## src/rtl/uart_rf_pkg.sv

```systemverilog
package uart_rf_pkg;
    localparam logic [2:0] OFS_DATA  = 3'd0;
    localparam logic [2:0] OFS_IEN   = 3'd1;
    localparam logic [2:0] OFS_FIFO  = 3'd2;
    localparam logic [2:0] OFS_LINE  = 3'd3;
    localparam logic [2:0] OFS_MODC  = 3'd4;
    localparam logic [2:0] OFS_LSTAT = 3'd5;
    localparam logic [2:0] OFS_MSTAT = 3'd6;
    localparam logic [2:0] OFS_SCR   = 3'd7;

    localparam int LS_DR   = 0;
    localparam int LS_OE   = 1;
    localparam int LS_PE   = 2;
    localparam int LS_FE   = 3;
    localparam int LS_BI   = 4;
    localparam int LS_THRE = 5;
    localparam int LS_TEMT = 6;
    localparam int LS_RXE  = 7;

    localparam logic [7:0] LS_ERR_MASK  = 8'h9E;
    localparam logic [7:0] LS_LINE_ERRS = 8'h1E;
    localparam logic [7:0] LINE_RESET   = 8'h03;
endpackage

```

## src/rtl/uart_char_time.sv

```systemverilog
module uart_char_time #(
    parameter int DIV_W  = 16,
    parameter int TICK_W = DIV_W + 4
) (
    input  logic [DIV_W-1:0]  divisor,
    input  logic [7:0]        line_ctrl,
    output logic [TICK_W-1:0] ticks
);
    localparam int PROD_W = DIV_W + 5;

    logic [4:0]        half_bits;
    logic [2:0]        stop_half;
    logic [PROD_W-1:0] product;

    // Frame length in half-bit units so that 1.5 stop bits stays integral.
    always_comb begin
        if (line_ctrl[2])
            stop_half = 3'd4;
        else if (line_ctrl[1:0] == 2'b00)
            stop_half = 3'd3;
        else
            stop_half = 3'd2;
        half_bits = 5'd2 + 5'd10 + {2'b00, line_ctrl[1:0], 1'b0}
                  + {3'b000, line_ctrl[3], 1'b0} + {2'b00, stop_half};
        product   = PROD_W'(divisor) * PROD_W'(half_bits);
        ticks     = TICK_W'(product >> 1);
    end
endmodule

```

## src/rtl/uart_rf_fifo.sv

```systemverilog
module uart_rf_fifo #(
    parameter int WIDTH     = 8,
    parameter int DEPTH     = 16,
    parameter bit OVERWRITE = 1'b0,
    parameter int KEEP_W    = WIDTH
) (
    input  logic                      clk,
    input  logic                      rst_n,
    input  logic                      wide,
    input  logic                      flush,
    input  logic                      push,
    input  logic [WIDTH-1:0]          push_data,
    input  logic                      pop,
    input  logic                      clr_head,
    output logic [WIDTH-1:0]          head_data,
    output logic [$clog2(DEPTH):0]    level,
    output logic                      empty
);
    localparam int AW = $clog2(DEPTH);
    localparam int CW = AW + 1;
    localparam logic [CW-1:0]    DEPTH_C   = CW'(DEPTH);
    localparam logic [WIDTH-1:0] KEEP_MASK = WIDTH'((64'd1 << KEEP_W) - 64'd1);

    typedef struct packed {
        logic [DEPTH-1:0][WIDTH-1:0] mem;
        logic [AW-1:0]               wr;
        logic [AW-1:0]               rd;
        logic [CW-1:0]               cnt;
    } fifo_st_t;

    fifo_st_t st_d, st_q;
    logic [CW-1:0] cap;
    logic          full, do_pop, push_ok;

    function automatic logic [AW-1:0] ptr_inc(input logic [AW-1:0] p, input logic w);
        if (!w || p == AW'(DEPTH - 1)) return '0;
        return p + AW'(1);
    endfunction

    function automatic logic [AW-1:0] ptr_dec(input logic [AW-1:0] p, input logic w);
        if (!w) return '0;
        if (p == '0) return AW'(DEPTH - 1);
        return p - AW'(1);
    endfunction

    assign cap     = wide ? DEPTH_C : CW'(1);
    assign full    = (st_q.cnt >= cap);
    assign do_pop  = pop && (st_q.cnt != '0);
    assign push_ok = push && (!full || do_pop);

    always_comb begin
        st_d = st_q;
        if (clr_head && (st_q.cnt != '0) && !do_pop)
            st_d.mem[st_q.rd] = st_q.mem[st_q.rd] & KEEP_MASK;
        if (do_pop)
            st_d.rd = ptr_inc(st_q.rd, wide);
        if (push_ok) begin
            st_d.mem[st_q.wr] = push_data;
            st_d.wr = ptr_inc(st_q.wr, wide);
        end else if (push && OVERWRITE) begin
            st_d.mem[ptr_dec(st_q.wr, wide)] = push_data;
        end
        st_d.cnt = st_q.cnt + CW'(push_ok) - CW'(do_pop);
        if (flush) begin
            st_d.wr  = '0;
            st_d.rd  = '0;
            st_d.cnt = '0;
        end
    end

    always_ff @(posedge clk) begin
        if (!rst_n) st_q <= '0;
        else        st_q <= st_d;
    end

    assign head_data = st_q.mem[st_q.rd];
    assign level     = st_q.cnt;
    assign empty     = (st_q.cnt == '0);

    assert_no_overflow_R4: assert property (@(posedge clk) disable iff (!rst_n)
        st_q.cnt <= DEPTH_C)
        else $error("queue count beyond depth");

    assert_flush_empties_R5: assert property (@(posedge clk) disable iff (!rst_n)
        flush |=> (level == '0))
        else $error("flush left entries");
endmodule

```

## src/rtl/uart_regfile.sv

```systemverilog
module uart_regfile
    import uart_rf_pkg::*;
#(
    parameter int FIFO_DEPTH = 16,
    parameter int IDLE_W     = 16,
    parameter int DIV_W      = 16,
    parameter int TICK_W     = DIV_W + 4,
    parameter int LVL_W      = $clog2(FIFO_DEPTH) + 1
) (
    input  logic              clk,
    input  logic              rst_n,
    input  logic              bus_sel,
    input  logic              bus_wr,
    input  logic [2:0]        bus_addr,
    input  logic [7:0]        bus_wdata,
    output logic [7:0]        bus_rdata,
    input  logic [3:0]        irq_id,
    input  logic [7:0]        msr_in,
    output logic [7:0]        tx_data,
    output logic              tx_valid,
    input  logic              tx_pop,
    input  logic              tx_idle,
    output logic [LVL_W-1:0]  tx_level,
    input  logic              rx_push,
    input  logic [7:0]        rx_data,
    input  logic [7:0]        rx_err,
    output logic [LVL_W-1:0]  rx_level,
    output logic [7:0]        line_ctrl,
    output logic [TICK_W-1:0] char_ticks,
    output logic [3:0]        int_enable,
    output logic [4:0]        modem_ctrl,
    output logic [7:0]        line_status,
    output logic [7:0]        modem_status,
    output logic              fifo_enabled,
    output logic [1:0]        rx_trigger,
    output logic [IDLE_W-1:0] rx_idle_ticks
);
    localparam logic [LVL_W-1:0] DEPTH_L = LVL_W'(FIFO_DEPTH);

    typedef struct packed {
        logic [7:0]        div_lo;
        logic [7:0]        div_hi;
        logic [3:0]        ien;
        logic              fen;
        logic [1:0]        trig;
        logic [7:0]        lcr;
        logic [4:0]        mcr;
        logic              dr;
        logic [7:0]        err;
        logic [7:0]        msr;
        logic [7:0]        scr;
        logic [IDLE_W-1:0] idle;
    } regs_t;

    regs_t r_d, r_q;

    logic        wr_acc, rd_acc, dlab;
    logic        thr_wr, rbr_rd, lsr_rd, msr_rd, fcr_wr, mode_chg;
    logic        rx_flush, tx_flush, rx_full, rx_pop_eff, overrun, merge_en;
    logic        rx_empty, tx_empty;
    logic [7:0]  wl_mask;
    logic [15:0] rx_head, rx_entry;
    logic [7:0]  head_err;

    assign wr_acc     = bus_sel && bus_wr;
    assign rd_acc     = bus_sel && !bus_wr;
    assign dlab       = r_q.lcr[7];
    assign thr_wr     = wr_acc && (bus_addr == OFS_DATA) && !dlab;
    assign rbr_rd     = rd_acc && (bus_addr == OFS_DATA) && !dlab;
    assign lsr_rd     = rd_acc && (bus_addr == OFS_LSTAT);
    assign msr_rd     = rd_acc && (bus_addr == OFS_MSTAT);
    assign fcr_wr     = wr_acc && (bus_addr == OFS_FIFO);
    assign mode_chg   = fcr_wr && (bus_wdata[0] != r_q.fen);
    assign rx_flush   = fcr_wr && (bus_wdata[1] || mode_chg);
    assign tx_flush   = fcr_wr && (bus_wdata[2] || mode_chg);
    assign rx_full    = (rx_level >= (r_q.fen ? DEPTH_L : LVL_W'(1)));
    assign rx_pop_eff = rbr_rd && !rx_empty;
    assign overrun    = rx_push && rx_full && !rx_pop_eff && !rx_flush;
    assign merge_en   = !rx_empty && !rx_pop_eff && !rx_flush;
    assign head_err   = rx_head[15:8];
    assign wl_mask    = 8'hFF >> (2'd3 - r_q.lcr[1:0]);
    assign rx_entry   = {rx_err & LS_ERR_MASK, rx_data & wl_mask};

    uart_rf_fifo #(
        .WIDTH(16), .DEPTH(FIFO_DEPTH), .OVERWRITE(1'b0), .KEEP_W(8)
    ) u_rxq (
        .clk(clk), .rst_n(rst_n), .wide(r_q.fen), .flush(rx_flush),
        .push(rx_push), .push_data(rx_entry), .pop(rbr_rd), .clr_head(1'b1),
        .head_data(rx_head), .level(rx_level), .empty(rx_empty)
    );

    uart_rf_fifo #(
        .WIDTH(8), .DEPTH(FIFO_DEPTH), .OVERWRITE(1'b1), .KEEP_W(8)
    ) u_txq (
        .clk(clk), .rst_n(rst_n), .wide(r_q.fen), .flush(tx_flush),
        .push(thr_wr), .push_data(bus_wdata), .pop(tx_pop), .clr_head(1'b0),
        .head_data(tx_data), .level(tx_level), .empty(tx_empty)
    );

    uart_char_time #(.DIV_W(DIV_W), .TICK_W(TICK_W)) u_ctime (
        .divisor({r_q.div_hi, r_q.div_lo}), .line_ctrl(r_q.lcr), .ticks(char_ticks)
    );

    always_comb begin
        r_d = r_q;
        if (wr_acc) begin
            case (bus_addr)
                OFS_DATA:  if (dlab) r_d.div_lo = bus_wdata;
                OFS_IEN:   if (dlab) r_d.div_hi = bus_wdata;
                           else      r_d.ien    = bus_wdata[3:0];
                OFS_FIFO:  begin
                               r_d.fen  = bus_wdata[0];
                               r_d.trig = bus_wdata[7:6];
                           end
                OFS_LINE:  r_d.lcr = bus_wdata;
                OFS_MODC:  r_d.mcr = bus_wdata[4:0];
                OFS_SCR:   r_d.scr = bus_wdata;
                default:   ;
            endcase
        end
        // Sticky error bits: a status read clears, new events in the same cycle win.
        r_d.err = lsr_rd ? 8'h00 : r_q.err;
        if (merge_en) begin
            r_d.err = r_d.err | (head_err & LS_ERR_MASK);
            if (|(head_err & LS_LINE_ERRS)) r_d.err[LS_RXE] = 1'b1;
        end
        if (overrun) begin
            r_d.err[LS_OE]  = 1'b1;
            r_d.err[LS_RXE] = 1'b1;
        end
        if (rx_flush)     r_d.dr = 1'b0;
        else if (rx_push) r_d.dr = 1'b1;
        else if (rbr_rd)  r_d.dr = (rx_level > LVL_W'(1));
        if (rx_push || rbr_rd || rx_flush) r_d.idle = '0;
        else if (r_q.dr && (r_q.idle != '1)) r_d.idle = r_q.idle + IDLE_W'(1);
        r_d.msr = (msr_rd ? 8'h00 : r_q.msr) | msr_in;
    end

    always_ff @(posedge clk) begin
        if (!rst_n) begin
            r_q     <= '0;
            r_q.lcr <= LINE_RESET;
        end else begin
            r_q <= r_d;
        end
    end

    always_comb begin
        line_status          = r_q.err;
        line_status[LS_DR]   = r_q.dr;
        line_status[LS_THRE] = tx_empty;
        line_status[LS_TEMT] = tx_empty && tx_idle;
    end

    always_comb begin
        case (bus_addr)
            OFS_DATA:  bus_rdata = dlab ? r_q.div_lo : (rx_empty ? 8'h00 : rx_head[7:0]);
            OFS_IEN:   bus_rdata = dlab ? r_q.div_hi : {4'h0, r_q.ien};
            OFS_FIFO:  bus_rdata = {r_q.fen, r_q.fen, 2'b00, irq_id};
            OFS_LINE:  bus_rdata = r_q.lcr;
            OFS_MODC:  bus_rdata = 8'h00;
            OFS_LSTAT: bus_rdata = line_status;
            OFS_MSTAT: bus_rdata = r_q.msr;
            default:   bus_rdata = r_q.scr;
        endcase
    end

    assign tx_valid      = !tx_empty;
    assign line_ctrl     = r_q.lcr;
    assign int_enable    = r_q.ien;
    assign modem_ctrl    = r_q.mcr;
    assign modem_status  = r_q.msr;
    assign fifo_enabled  = r_q.fen;
    assign rx_trigger    = r_q.trig;
    assign rx_idle_ticks = r_q.idle;

    assert_thr_clears_empty_R6: assert property (@(posedge clk) disable iff (!rst_n)
        thr_wr |=> (!line_status[LS_THRE] && !line_status[LS_TEMT]))
        else $error("data write left empty flags set");

    assert_push_sets_ready_R10: assert property (@(posedge clk) disable iff (!rst_n)
        (rx_push && !rx_flush) |=> line_status[LS_DR])
        else $error("push did not set data-ready");

    assert_msr_read_clears_R7: assert property (@(posedge clk) disable iff (!rst_n)
        (msr_rd && (msr_in == 8'h00)) |=> (modem_status == 8'h00))
        else $error("modem status not cleared by read");

    assert_scratch_holds_R8: assert property (@(posedge clk) disable iff (!rst_n)
        (wr_acc && (bus_addr == OFS_SCR)) |=> (r_q.scr == $past(bus_wdata)))
        else $error("scratch lost write");

    assert_overrun_flags_R10: assert property (@(posedge clk) disable iff (!rst_n)
        overrun |=> (line_status[LS_OE] && line_status[LS_RXE]))
        else $error("overrun not flagged");
endmodule

```

## config.mk

```make
export PLATFORM = sky130hd
export DESIGN_NAME = uart_regfile
export DESIGN_NICKNAME = d
export VERILOG_FILES = /design/src/rtl/uart_rf_pkg.sv /design/src/rtl/uart_char_time.sv /design/src/rtl/uart_rf_fifo.sv /design/src/rtl/uart_regfile.sv
export SDC_FILE = /design/constraint.sdc
export NUM_CORES = 1
export LEC_CHECK = 0
export ABC_AREA = 1
export ABC_CLOCK_PERIOD_IN_PS = 4600
export BUFFER_PORTS_ARGS = -buffer_cell sky130_fd_sc_hd__buf_4
export CELL_PAD_IN_SITES_DETAIL_PLACEMENT = 0
export CELL_PAD_IN_SITES_GLOBAL_PLACEMENT = 2
export CORE_ASPECT_RATIO = 1.4
export CORE_MARGIN = 2
export CORE_UTILIZATION = 27
export CTS_CLUSTER_SIZE = 10
export DETAILED_ROUTE_END_ITERATION = 16
export GPL_TIMING_DRIVEN = 1
export MAX_ROUTING_LAYER = met4
export PLACE_DENSITY = 0.77
export SYNTH_ARGS = -nofsm -noshare
export SYNTH_HDL_FRONTEND = slang
export SYNTH_HIERARCHICAL = 1
export SYNTH_SLANG_ARGS = --single-unit
```

## constraint.sdc

```tcl
create_clock -name clk -period 4.6 [get_ports clk]
set_input_delay 0.46 -clock clk [delete_from_list [all_inputs] [get_ports clk]]
set_output_delay 0.46 -clock clk [all_outputs]
set_load 0.02 [all_outputs]
```

==> results of run 1 <==
==> worst paths after layout <==
path / cells after the start / to / slack [ns] / start
worst min-delay path: 3 / u_rxq/st_q[263] / 0.16 / rx_err[2]
worst max register to register: 17 / u_txq/level[4] / 1.03 / fifo_enabled
worst max-delay path: 21 / char_ticks[11] / -0.68 / line_ctrl[0]
worst min register to register: 2 / r_q[21] / 0.51 / r_q[21]
==> metal layers <==
layer / part of all wire / track usage / vias to the layer above / routed length, µm
li1: - / - / 17200 / -
met1: 0.42 / 0.268 / 16200 / 57400
met2: 0.49 / 0.374 / 892 / 66400
met3: 0.055 / 0.0299 / 181 / 7410
met4: 0.030 / 0.0635 / 0 / 4010
met5: 0 / - / - / 0
==> registers in the layout (all words and copies together) (netlist names) <==
name,cells
rx_idle_ticks,16
r_q,24
u_txq/level,5
u_txq/st_q,136
u_rxq/st_q,216
u_rxq/level,5
modem_ctrl,5
int_enable,4
rx_trigger,2
line_ctrl,8
modem_status,8
line_status,6
fifo_enabled,1
==> worst max-delay path: cells and delay by family (launching register included) <==
kind | cells | cell delay [ns]
buffers and inverters | 7 | 0.63
DFF | 1 | 0.33
xor gates and xnor gates | 1 | 0.12
adders and majority gates | 7 | 2.56
and+or+nand+nor | 6 | 0.50
==> through the flow <==
| stage | area, µm² | total power, µW | utilization | hold slack, ns | setup slack (ns) |
|---|---|---|---|---|---|
| 2_1_floorplan | 32700 | 6390 | - | 0.454 | 0.00626 |
| 3_3_place_gp | 34600 | 7580 | 0.290 | 0.487 | -0.378 |
| 3_5_place_dp | 34600 | 7570 | 0.290 | 0.506 | -0.341 |
| 4_1_cts | 36900 | 11900 | 0.309 | 0.110 | -0.772 |
| 5_1_grt | 37100 | 12400 | 0.311 | 0.141 | -0.919 |
| 6_report | 37100 | 11800 | 0.311 | 0.157 | -0.682 |
==> area by class of cell <==
class / instances / area [µm²] / share of cell area
inverters: 649 / 2450 / 0.0661
flip-flops and latches: 436 / 8740 / 0.236
repair buffers: 266 / 2220 / 0.0598
multi-input cells: 4118 / 20000 / 0.539
clock inverters: 6 / 109 / 0.00294
clock buffers: 85 / 1580 / 0.0426
well taps: 1596 / 2000 / 0.0539
diodes: 2 / 5.00 / 0.000135
==> cells in the final DEF, fill, tap and decap left out, types with 4 or more instances in the layout <==
cell type,n
o21ai_1,100
nor3_2,17
nand4_1,43
clkbuf_1,21
fa_1,43
a21oi_2,22
clkbuf_16,55
o21ai_0,269
nand3_1,410
dfxtp_2,5
ha_1,56
nand3_2,7
nor2_4,27
a211oi_1,12
a21oi_1,340
nand2_1,1788
dlygate4sd3_1,8
xor2_2,6
buf_6,18
a21oi_4,7
inv_4,5
clkbuf_8,9
buf_12,9
nand2_2,50
inv_1,575
nand2_4,16
xor2_1,4
buf_4,230
nor2_2,30
inv_2,63
dfxtp_1,430
clkinv_1,5
nand4_4,9
ha_4,14
nor3_1,11
xnor2_1,7
nand3_4,4
o22ai_1,20
nor2_1,773
==> timing repair <==
| item | 4_1_cts | 5_1_grt |
|---|---|---|
| setup endpoints to repair | 17 | 17 |
| gates resized for setup | 108 | 48 |
| pin swaps | 72 | 37 |
| endpoints found under the hold margin | 8 | 0 |
| cloned | 1 | 0 |
| setup buffers | 4 | 7 |
| hold buffers | 8 | 0 |
==> power by group <==
group,switching (µW),internal [µW],total (µW),leakage [µW]
Sequential,153,3940,4100,0.00352
Combinational,2540,899,3440,0.0136
Clock,1910,2350,4260,0.000814
Total,4600,7190,11800,0.0179
==> impl_results.md, run 1 <==
* Final Cycle Share at 1.15
* Setup Skew at around 0.11 ns
* Ys Warns at 6
* Skew-Pair Late Insertion Delay at about 0.69 ns
* Slack of the critical path at -0.682 ns
* Crit-path cells: fa_2, ha_2, inv_2, ha_4, buf_12, nor2_4, fa_2, fa_1, inv_1, fa_1, inv_2, ha_4, nand2_4, inv_1, nand2_1, nand2_2, nand2_2, nand3_4, buf_6, xor2_2, buf_4
* Port Buffers at 141
* Layout Nets at 5688
* Filler instances at 13600
* Vias per inst at approximately 4.8
* Failing checks: negative setup slack
* Final Hold Fails at 0
* Max_cap viols at 0
* CTS tree: yes
* Cell area power density at between 300 and 400 mW/mm²
* CP required at 4.14 ns
* DRC viols at 0
* CTS buffer count at 55
* Vias in the first global route at 32000
* Iter 0 DRT Violations at 2682
* Critical Path Start Type: register
* Worst-path clk slew at 0.06 ns
* Largest vdd supply drop at 324 µV
* Clock Path Buffers at 3
* Core box area at between 0.1 and 0.15 mm²
* Routed vias at 34500
* Critical path arrival at approximately 4.8 ns
* Synthesized area at 0.0325 mm²
* Initial Util at 0.272
* Syn Inst Count at about 5600
* DR pass1 iterations at 6
* Pin count of the biggest net entering global routing at between 150 and 200
* Clock sink count at 436
* Worst-margin pin slew at 1.36 ns
* Critical-path top delay cell: fa_1
* Worst setup path class: reg -> out
* Worst hold path class: in -> reg
* GP Congestion at 0.856
* Wirelength per Cell at between 15 and 20 µm
* Max-slew headroom at 0.0835
* Worst setup EP type: output pin
* Syn avg cell area at 5.83 µm²
* Die Width at 297 µm
* Die H at about 410 µm
* Leakage Power at 0.0179 µW
* Placed insts at 7045
* Min Tclk post-route at 5.28 ns
* Final setup fails at 17
* First-pass GRT wire length at between 200000 and 250000 µm
* # rows at 150
* Synth Net Count at 5735
* Antenna violations before repair at 2
* Die area at 0.123 mm²
* RSZ-0062 raised after global routing: true
* H-tree depth at 2
* Post-DRT Antenna Nets at 0
* Setup TNS at -10.11 ns
* Slowest stage delay, CP at around 0.53 ns
* Final non-filler cell total at 7158
* CTS Root Cell: clkbuf_16
* Crit Path Max Fanout at 5
* Outcome: finished with violations
* Slew Viols, Final at 0
* Total Wirelength at around 140000 µm
* Share of layout cells above drive strength 1 at 0.112
* Io pins at 145
* Grt ovf at 0
* Layout Area Growth over Synthesis at 14.1%
* Peak Freq at 0.189 GHz
* Total Routing Usage GR at 0.219
* Post-DP HPWL at 90000 µm
Note: power is estimated with default switching activity, not from simulation.
==> run 2: changes to the inputs <==
- CORE_UTILIZATION: 27 -> 31
- PLACE_DENSITY: 0.77 -> 0.86
==> impl_results.md, run 2 (same netlist as run 1, synthesis figures left out) <==
* CP delay by family, top: adder cells
* Max_cap viols at 0
* Finished layout cell area at 0.0367 mm²
* Final setup fails at 17
* Antenna violations before repair at 1
* Share of total power in the clock network at 0.361
* Post-DP HPWL at roughly 86000 µm
* Peak Freq at 0.191 GHz
* Vias per inst at between 4 and 5
* Initial Util at 0.312
* Switch Pwr at 4530 µW
* Wirelength per Cell at 19.0 µm
* Critical Path Start Type: register
* Seq pwr share at 0.351
* Worst setup path class: reg -> out
* Final Hold Fails at 0
* Die Width at 278 µm
* Grt ovf at 0
* R2r setup slk at between 1 and 1.5 ns
* First-pass GRT wire length at 197000 µm
* Vias in the first global route at 31700
* CTS Root Cell: clkbuf_16
* Largest vdd supply drop at 293 µV
* DRC viols at 0
* Clock Path Buffers at 3
* Commonest non-fill, non-tap cells in the layout: 1788 x nand2_1, 773 x nor2_1, 574 x inv_1
* Cell area power density at roughly 320 mW/mm²
* Setup Skew at 0.0666 ns
* Min Tclk post-route at 5.23 ns
* CP most frequent cell: inv_2
* Critical-path top delay cell: fa_1
* Largest registers: u_rxq/st_q: 216 flops, u_txq/st_q: 136 flops, r_q: 24 flops
* Total Wirelength at 131000 µm
* Max reg flops at ~220
* GP Congestion at 0.887
* Die H at 387 µm
* Max-slew headroom at 0.176
* # rows at 140
* Total Routing Usage GR at 0.242
* Slowest stage delay, CP at about 0.52 ns
* Switch share at 0.387
* Layout Nets at 5678
* H-tree depth at 2
* Setup TNS at -9.37 ns
* Most common cell after layout, fill and taps aside: nand2_1
* Failing checks: negative setup slack
* Final non-filler cell total at 6897
* Pin count of the biggest net entering global routing at around 230
* Placed insts at 6795
* Routed vias at 34300
* Slew Viols, Final at 0
* Worst setup EP type: output pin
* Critical path arrival at 4.77 ns
* Skew-Pair Late Insertion Delay at 0.67 ns
* Int Pwr at 7190 µW
* CTS buffer count at 54
* CP required at 4.14 ns
* Clock sink count at 436
* Crit Path Max Fanout at 7
* RSZ-0062 raised after global routing: true
* Combinational power share at 0.288
* Slack of the critical path at -0.631 ns
* Layout Area Growth over Synthesis at 13.0%
* Io pins at 145
* Outcome: finished with violations
* Port Buffers at 141
* Worst-path clk slew at around 0.06 ns
* Reg with most FFs: u_rxq/st_q
* CTS tree: yes
* Leakage Power at 0.0178 µW
* Die area at between 0.1 and 0.15 mm²
* Iter 0 DRT Violations at ~2800
* Worst hold path class: in -> reg
* Worst-margin pin slew at roughly 1.2 ns
* Share of layout cells above drive strength 1 at 0.113
* CP bufs+invs at 8
* DR pass1 iterations at 6
* Crit-path cells: inv_2, fa_2, ha_4, inv_2, ha_4, buf_12, nor2_4, fa_2, fa_1, inv_1, fa_1, inv_2, ha_4, nand2_4, inv_2, buf_4, nand2_1, nor3_2, nand2_2, nand2_1, nand2_1, nand2_2, buf_6
* Post-DP Area at between 0.03 and 0.04 mm²
* Core box area at 0.104 mm²
* Post-DRT Antenna Nets at 0
* Final Cycle Share at 1.14
[run 2: path summary, 6_finish.rpt]
path                                   start               to  cells after the start
worst max-delay path            line_ctrl[2]   char_ticks[16]                     23
worst min register to register       r_q[21]          r_q[21]                      2
worst min-delay path               msr_in[7]  modem_status[7]                      3
worst max register to register  fifo_enabled  u_txq/st_q[110]                     13
[run 2: final cells by class]
| cell class | count | area [µm²] |
|---|---|---|
| diodes | 2 | 5.00 |
| well taps | 1349 | 1690 |
| clock inverters | 9 | 129 |
| repair buffers | 257 | 2140 |
| flip-flops and latches | 436 | 8740 |
| fillers | 11600 | 67300 |
| multi-input cells | 4118 | 20000 |
| clock buffers | 77 | 1530 |
| inverters | 649 | 2450 |
[run 2: stage by stage]
step / hold slack, ns / worst slack [ns] / util / power, µW
floorplan: 0.454 / 0.00626 / - / 6390
global route: 0.0222 / -0.811 / 0.353 / 12300
detailed placement: 0.477 / -0.354 / 0.329 / 7510
global placement: 0.466 / -0.329 / 0.329 / 7500
CTS: 0.00304 / -0.704 / 0.350 / 11800
finish: 0.0349 / -0.631 / 0.353 / 11700
[run 2: worst min-delay path: stages]
cell	delay [ns]
buf_4	0.09
a21oi_1	0.03
nor2_1	0.07
[run 2: routing by layer]
layer | track usage | vias to the layer above | wire [µm]
met4 | 0.0860 | 0 | 4850
met1 | 0.301 | 15900 | 55900
li1 | - | 17200 | -
met2 | 0.405 | 1025 | 63200
met5 | - | - | 0
met3 | 0.0263 | 237 | 6770
[run 2: repair_timing]
action / in CTS / in global routing
gates resized for setup: 89 / 85
hold endpoints to repair: 4 / 0
buffers inserted: 9 / 2
endpoints found under the setup margin: 17 / 18
pin swaps: 53 / 60
gates cloned: 0 / 1
hold buffers: 4 / 0
[run 2: power groups by stage]
stage	sequential [µW]	clock (µW)	combinational [µW]
after floorplan	4110	0	2280
after global placement	4190	0	3310
after detailed placement	4190	0	3310
after CTS	4110	4350	3330
after global routing	4130	4460	3670
final	4110	4240	3370
